$ cat config.mk
export PLATFORM = sky130hd
export DESIGN_NAME = prbs_hr_gen
export DESIGN_NICKNAME = d
export VERILOG_FILES = /design/src/rtl/prbs_pkg.sv /design/src/rtl/prbs_core.sv /design/src/rtl/prbs_trig.sv /design/src/rtl/prbs_out.sv /design/src/rtl/prbs_hr_gen.sv
export SDC_FILE = /design/constraint.sdc
export NUM_CORES = 1
export LEC_CHECK = 0
export BUFFER_PORTS_ARGS = -buffer_cell sky130_fd_sc_hd__buf_2
export CORE_AREA = 4 4 41 43
export CTS_CLUSTER_DIAMETER = 200
export DETAILED_ROUTE_END_ITERATION = 12
export DIE_AREA = 0 0 45 47
export GPL_ROUTABILITY_DRIVEN = 0
export PLACE_DENSITY_LB_ADDON = 0.1
export SLEW_MARGIN = 20
export SYNTH_ARGS = -nofsm -noshare
export SYNTH_HDL_FRONTEND = slang
export SYNTH_SLANG_ARGS = --single-unit
$ cat constraint.sdc
create_clock -name clk_i -period 0.8 [get_ports clk_i]
set_input_delay 0 -clock clk_i [delete_from_list [all_inputs] [get_ports clk_i]]
set_output_delay 0 -clock clk_i [all_outputs]
set_load 0.01 [all_outputs]
$ cat src/rtl/prbs_pkg.sv
package prbs_pkg;
  parameter int unsigned PRBS_ORDER = 11;
  parameter int unsigned PRBS_TAP   = 9;
  parameter int unsigned PRBS_LANES = 2;
endpackage

$ cat src/rtl/prbs_core.sv
module prbs_core #(
  parameter int unsigned ORDER = prbs_pkg::PRBS_ORDER,
  parameter int unsigned TAP   = prbs_pkg::PRBS_TAP,
  parameter int unsigned LANES = prbs_pkg::PRBS_LANES
) (
  input  logic             clk_i,
  input  logic             rst_ni,
  output logic [ORDER-1:0] state_o,
  output logic [LANES-1:0] lane_o
);
  logic [ORDER-1:0] state_q;
  logic [ORDER-1:0] chain [0:LANES];

  assign chain[0] = state_q;

  // one serial step per lane, chained in one cycle
  for (genvar g = 0; g < LANES; g++) begin : g_step
    assign chain[g+1] = {chain[g][ORDER-2:0], chain[g][ORDER-1] ^ chain[g][TAP-1]};
    assign lane_o[LANES-1-g] = state_q[ORDER-1-g];
  end

  always_ff @(posedge clk_i or negedge rst_ni) begin
    if (!rst_ni) state_q <= '1;
    else         state_q <= chain[LANES];
  end

  assign state_o = state_q;

  assert_state_nonzero_R4: assert property (@(posedge clk_i) disable iff (!rst_ni)
    state_q != '0);
endmodule

$ cat src/rtl/prbs_trig.sv
module prbs_trig #(
  parameter int unsigned ORDER = prbs_pkg::PRBS_ORDER
) (
  input  logic             clk_i,
  input  logic             rst_ni,
  input  logic [ORDER-1:0] state_i,
  output logic             trig_o
);
  localparam int unsigned PERIOD = (1 << ORDER) - 1;

  assign trig_o = (state_i == '1);

  // spacing checker
  logic             seen_q;
  logic [ORDER-1:0] gap_q;
  always_ff @(posedge clk_i or negedge rst_ni) begin
    if (!rst_ni) begin
      seen_q <= 1'b0;
      gap_q  <= '0;
    end else begin
      if (trig_o) begin
        seen_q <= 1'b1;
        gap_q  <= '0;
      end else begin
        gap_q  <= gap_q + 1'b1;
      end
    end
  end

  assert_trig_single_R5: assert property (@(posedge clk_i) disable iff (!rst_ni)
    trig_o |=> !trig_o);
  assert_trig_not_early_R5: assert property (@(posedge clk_i) disable iff (!rst_ni)
    (seen_q && trig_o) |-> (gap_q == ORDER'(PERIOD - 1)));
  assert_trig_not_late_R5: assert property (@(posedge clk_i) disable iff (!rst_ni)
    (seen_q && gap_q == ORDER'(PERIOD - 1)) |-> trig_o);
endmodule

$ cat src/rtl/prbs_out.sv
module prbs_out (
  input  logic clk_i,
  input  logic rst_ni,
  input  logic even_i,
  input  logic odd_i,
  output logic ser_o,
  output logic mon_o
);
  // clock level steers the 2:1 selector: high phase = even position
  assign ser_o = clk_i ? even_i : odd_i;

  always_ff @(posedge clk_i or negedge rst_ni) begin
    if (!rst_ni) mon_o <= 1'b0;
    else         mon_o <= even_i;
  end

  assert_mon_delay_R6: assert property (@(posedge clk_i) disable iff (!rst_ni)
    rst_ni |=> (mon_o == $past(even_i)));
endmodule

$ cat src/rtl/prbs_hr_gen.sv
module prbs_hr_gen #(
  parameter int unsigned ORDER = prbs_pkg::PRBS_ORDER,
  parameter int unsigned TAP   = prbs_pkg::PRBS_TAP
) (
  input  logic clk_i,
  input  logic rst_ni,
  output logic even_o,
  output logic odd_o,
  output logic ser_o,
  output logic trig_o,
  output logic mon_o
);
  localparam int unsigned LANES = 2;

  logic [ORDER-1:0] state;
  logic [LANES-1:0] lane;

  prbs_core #(.ORDER(ORDER), .TAP(TAP), .LANES(LANES)) u_core (
    .clk_i   (clk_i),
    .rst_ni  (rst_ni),
    .state_o (state),
    .lane_o  (lane)
  );

  assign even_o = lane[1];
  assign odd_o  = lane[0];

  prbs_trig #(.ORDER(ORDER)) u_trig (
    .clk_i   (clk_i),
    .rst_ni  (rst_ni),
    .state_i (state),
    .trig_o  (trig_o)
  );

  prbs_out u_out (
    .clk_i  (clk_i),
    .rst_ni (rst_ni),
    .even_i (even_o),
    .odd_i  (odd_o),
    .ser_o  (ser_o),
    .mon_o  (mon_o)
  );
endmodule

## Word-level counts from Yosys, hierarchy flattened

Index checks and enable logic that the tools add are counted.

- Output and inout bits: 5
- Bits of input ports: 2
- Flip-flop bits (word level): 12

- Muxes and demuxes: 1
- Bitwise gates (word level): 2
- Equal/unequal tests: 1

Operators by type and width:

| cell | number |
|---|---|
| $eq A11 B11 Y1 const B | 1 |
| $xor A1 B1 Y1 | 2 |
| $mux W1 | 1 |

## Longest topological paths before layout

Gate-level depths: netlist of run 1.

- Depth after elaboration: 1
- Mapped depth: 2
- Depth with buffers taken out: 2

## Cells and area by module

A second synthesis of run 1 with hierarchy kept.

- Cells, all modules: 32
- Area total of the unflattened synthesis: 471.7 um^2

Modules (own cells, without submodules):

| module | cells each | area an instance (um^2) | instances |
|---|---|---|---|
| prbs_core | 26 | 404.1 | 1 |
| prbs_out | 2 | 40.0 | 1 |
| prbs_trig | 4 | 27.5 | 1 |

==> results of run 1 <==
==> through the flow <==
| stage | std cells | setup TNS, ps | hold slack [ps] |
|---|---|---|---|
| finish | 58 | -2040 | 20.1 |
| global placement | 45 | -344 | -119 |
| CTS | 56 | -2050 | 27.8 |
| floorplan | 19 | -55.2 | -296 |
| global route | 58 | -2400 | 26.2 |
| detailed placement | 45 | -344 | -116 |
==> flip-flops by register name (all words and copies together), names as in the netlist <==
name            count
u_out.mon_o         1
u_core.state_o     11
==> routing by layer <==
layer | GRT usage, % | part of all wire [%] | routed length [microns]
met3 | 6.51 | 6.1 | 40
met4 | 7.60 | 0 | 0
met5 | 0 | 0 | 0
met2 | 9.60 | 43 | 282
met1 | 8.81 | 50 | 328
==> placed cells by master (no fill, tap or decap), drive strengths merged <==
cell         synthesis  final
buf                  0     16
clkbuf               0      7
dfrtp                1      1
dfstp               11     11
dlygate4sd3          0      1
mux2                 1      1
nand3                1      1
nand4                2      2
nor3                 1      1
xor2                 2      2
==> power by group <==
| group | internal [uW] | switching, uW |
|---|---|---|
| sequential | 609 | 0 |
| combinational | 4.97 | 10.6 |
| clock | 458 | 245 |
| total | 1070 | 256 |
==> worst min path at each step <==
| stage | from | to | cells after the start |
|---|---|---|---|
| floorplan | rst_ni | u_out.mon_o | 0 |
| global placement | rst_ni | u_out.mon_o | 1 |
| detailed placement | rst_ni | u_out.mon_o | 1 |
| CTS | rst_ni | u_out.mon_o | 2 |
| global route | rst_ni | u_out.mon_o | 2 |
| finish | rst_ni | u_out.mon_o | 2 |
==> final cells by class <==
class | instances | area share, %
sequential | 12 | 51.3
timing repair buffer | 16 | 24.3
clock buffer | 8 | 11.5
multi-input combinational | 7 | 9.82
tap | 15 | 3.07
==> cells by family after synthesis <==
group,after synthesis
xor gates and xnor gates,2
DFF,12
and+or+nand+nor,4
muxes,1
==> critical path, stage by stage, from the launching register on <==
cell	delay [ps]
dfstp_2	540
nand4_1	110
nor3_2	160
buf_2	140
==> timing repair <==
item                                    in CTS  in global routing
pin swaps                                    1                  1
hold buffers                                 1                  0
gates resized for setup                      8                  5
gates cloned                                 0                  0
setup buffers                                3                  4
endpoints found under the setup margin       7                  8
hold endpoints to repair                    12                  0
==> run_results.csv, run 1 <==
group,metric,value,unit
run_status,outcome,"complete, but fails checks",
run_status,violations,"setup timing",
yosys,netlist_instances,19,
clocking,insertion_delay,370,ps
die,placementRows,13,
detailed_routing,routedWlPerCell,11.2,microns
worst_setup_path,reg2regPathDepth,4,
yosys,synthMuxAreaShare,3.04,%
pwr,cellPowerDensity,2170,mW/mm^2
timing,period_needed,1320,ps
yosys,synth_async_sr_flop_share,100,%
final_layout,fillers,124,
yosys,synth_edf_count,0,
yosys,synth_xor_area_share,4.73,%
timing,fmaxAchievable,0.758,GHz
yosys,yosys.area_share.simple,7.43,%
final_layout,layout-drive-gt1-share,83.7,%
yosys,synth_compound_area_share,0,%
run,drv_cap,0,
yosys,yosys.cell_count.top_type,"dfstp_2",
die,pin_count,7,
final_layout,antennaDiodeCount,0,
timing,hold_viol_final,0,
global_routing,grt_pass1_vias,274,
yosys,synth_top_family_by_area,"simple AND/OR/NAND/NOR gates",
yosys,synth_top_area_cell,"dfstp_2",
worst_setup_path,r2r_slack,-240,ps
worst_setup_path,r2r-start,"u_core.state_o[10]",
placement,dpl-instance-area,457,sq um
detailed_routing,drc_errors,0,
yosys,yosys-top-cells-count,"11 x dfstp_2, 2 x nand4_1, 2 x xor2_1",
timing,worst_pin_slew,243,ps
global_routing,grt_max_degree,13,
timing,period_share,165,%
hold_path,min_path_type,"in2async",
pwr,peakVddDrop,1.44,mV
die,die_area,0.00212,sq mm
timing,finalSetupViolations,7,
detailed_routing,drtAntennaViolNets,0,
yosys,synth_warnings,0,
yosys,synth_area_leaders,"dfstp_2 78%, dfrtp_1 6.8%, xor2_1 4.7%",
final_layout,multiInputGateArea,60.1,sq um
yosys,ys.flop_type,"dfstp_2",
worst_setup_path,startpoint,"u_core.state_o[4]",
detailed_routing,via_count,237,
timing,drv_slew,0,
global_routing,grt_usage,8.11,%
yosys,synthDistinctLibCells,7,
yosys,synth.top_cell.area_share,78.0,%
yosys,ys_seq_area_share,84.8,%
global_routing,grt_pass1_wl,1100,microns
worst_setup_path,required,800,ps
die,fp.dieW,45,microns
yosys,ys_ff_latch,12,
yosys,syn_nets,21,
pwr,p_total,1330,uW
detailed_routing,drtPass1Iterations,3,
worst_setup_path,cp_max_fo,2,
worst_setup_path,timing_worst_setup_path_type,"reg2out",
final_layout,area_growth,65.2,%
worst_setup_path,crit_end,"trig_o",
detailed_routing,wirelength,651,microns
global_routing,antenna_found_initial,0,
die,core-area,0.00130,sq mm
timing,rsz0062_at_grt,"true",
die,start_util,28.5,%
die,die_h,47,microns
final_layout,seq_area,314,sq um
clocking,clk_pin_slew,70,ps
detailed_routing,drt_iter0_markers,2,
global_routing,grt-ovfl-total,0,
worst_setup_path,r2r_end,"u_core.state_o[1]",
timing,finClkSkew,1.63,ps
clocking,cts_tree,"done",
yosys,postSynthAreaPerCell,19.5,sq um
pwr,p_leak,0.000286,uW
final_layout,fin_area,612,sq um
placement,place_ws,-138,ps
worst_setup_path,cp.arrival,1320,ps
final_layout,nets,46,
yosys,synthesis.area,370,sq um
worst_setup_path,end_kind,"primary output",
timing,slew_headroom,83.8,%
placement,port_buffers,6,
worst_setup_path,start_kind,"register",
final_layout,fin_util,47.0,%
yosys,synth_fa_ha_area_share,0,%
timing,worst_slack,-520,ps
detailed_routing,routed_via_density,4.09,
No activity file was read; power rests on OpenSTA's default activity.
==> run 2, diff against run 1 <==
CTS_BUF_LIST = sky130_fd_sc_hd__clkbuf_8   (was unset)
==> run_results.csv, run 2 (synthesis results as in run 1) <==
group,metric,value,unit
pwr,cellPowerDensity,2660,mW/mm^2
timing,fmaxAchievable,0.775,GHz
pwr,p_leak,0.000296,uW
worst_setup_path,start_kind,"register",
worst_setup_path,cp_slowest_stage_delay,530,ps
clocking,insertion_delay,350,ps
timing,slew_headroom,83.1,%
final_layout,final_common_cell,"dfstp_2",
global_routing,grt-ovfl-total,0,
detailed_routing,drtPass1Iterations,2,
die,start_util,28.5,%
timing,finClkSkew,2.12,ps
timing,rsz0062_at_grt,"true",
die,fp.dieW,45,microns
worst_setup_path,crit_family,"flip-flops",
detailed_routing,drc_errors,0,
clocking,cts_tree,"done",
final_layout,fillers,120,
global_routing,grt_pass1_wl,1190,microns
final_layout,antennaDiodeCount,0,
final_layout,fin_area,638,sq um
final_layout,largest_reg_flops,11,
worst_setup_path,cp_num_cells,3,
final_layout,layout-drive-gt1-share,83.3,%
detailed_routing,wl_met3,60,microns
die,core-area,0.00130,sq mm
final_layout,area_growth,72.3,%
pwr,peakVddDrop,1.33,mV
worst_setup_path,startpoint,"u_core.state_o[4]",
detailed_routing,wl_met1,331,microns
worst_setup_path,cp.arrival,1290,ps
placement,place_ws,-138,ps
die,pin_count,7,
run_status,outcome,"complete, but fails checks",
final_layout,seq_area,314,sq um
worst_setup_path,crit_end,"trig_o",
placement,port_buffers,6,
timing,worst_pin_slew,253,ps
die,die_h,47,microns
detailed_routing,met2WireLength,293,microns
timing,period_share,161,%
worst_setup_path,r2r_end,"u_core.state_o[1]",
hold_path,min_path_type,"in2async",
detailed_routing,drt_iter0_markers,1,
placement,dpl-instance-area,457,sq um
detailed_routing,via_count,236,
detailed_routing,top_layer_used,"met4",
global_routing,grt_max_degree,13,
final_layout,nets,45,
timing,finalSetupViolations,7,
worst_setup_path,timing_worst_setup_path_type,"reg2out",
worst_setup_path,end_kind,"primary output",
timing,worst_slack,-491,ps
detailed_routing,routedWlPerCell,12.5,microns
detailed_routing,drtAntennaViolNets,0,
die,die_area,0.00212,sq mm
global_routing,antenna_found_initial,0,
timing,drv_slew,0,
final_layout,multiInputGateArea,60.1,sq um
global_routing,grt_pass1_vias,277,
die,placementRows,13,
worst_setup_path,r2r-start,"u_core.state_o[10]",
worst_setup_path,cp_max_fo,2,
final_layout,final_cell_mix,"11 x dfstp_2, 9 x buf_6, 7 x clkbuf_8",
timing,period_needed,1290,ps
worst_setup_path,reg2regPathDepth,3,
worst_setup_path,cp_slowest_cell,"dfstp_2",
run,drv_cap,0,
run_status,violations,"setup timing",
global_routing,grt_usage,10.1,%
worst_setup_path,worst-path-buf-inv,1,
detailed_routing,wirelength,715,microns
worst_setup_path,required,800,ps
clocking,clk_pin_slew,50,ps
worst_setup_path,cp_cell_sequence,"nand4_1, nor3_2, buf_2",
detailed_routing,routed_via_density,4.14,
worst_setup_path,r2r_slack,-150,ps
timing,hold_viol_final,0,
## run 2: metrics by stage
stage / hold WS [ps] / std cells / setup TNS [ps] / total power (uW) / utilization, %
floorplan: -296 / 19 / -55.2 / 633 / -
global placement: -119 / 45 / -344 / 646 / 35.1
detailed placement: -116 / 45 / -344 / 647 / 35.1
CTS: 57.0 / 55 / -1800 / 1730 / 47.0
global route: 61.0 / 57 / -2110 / 1800 / 49.0
finish: 50.8 / 57 / -1820 / 1700 / 49.0
## run 2: how the worst min path moves through the flow
stage	slack, ps	end	start
6_report	50	u_out.mon_o	rst_ni
4_1_cts	60	u_out.mon_o	rst_ni
3_3_place_gp	-120	u_out.mon_o	rst_ni
3_5_place_dp	-120	u_out.mon_o	rst_ni
5_1_grt	60	u_out.mon_o	rst_ni
2_1_floorplan	-300	u_out.mon_o	rst_ni
## run 2: per-layer routing
metal  GRT usage [%]  vias up
met5               0        -
met4            18.1        0
li1                -      110
met1            9.03      114
met2            9.60       10
met3            8.81        2
## run 2: timing repair
item | in CTS | in global routing
hold endpoints to repair | 12 | 0
cloned | 0 | 0
pin swaps | 1 | 1
resized for setup | 7 | 5
hold buffers | 1 | 0
setup endpoints to repair | 7 | 8
setup buffers | 2 | 4
## run 2: worst register-to-register path: stages (launching register included)
cell	delay, ps
dfstp_2	560
buf_6	100
buf_6	80
xor2_1	140
## run 2: final cells by class
class / count / area share, %
timing repair buffer: 15 / 21.6
multi-input combinational: 7 / 9.41
sequential: 12 / 49.2
tap: 15 / 2.94
clock buffer: 8 / 16.9
## run 2: report_power, final
group          switching, uW  internal (uW)  leakage (uW)  total (uW)
Combinational           11.1           4.97      0.000104        16.0
Clock                    301            770     0.0000643        1070
Sequential                 0            611      0.000127         611
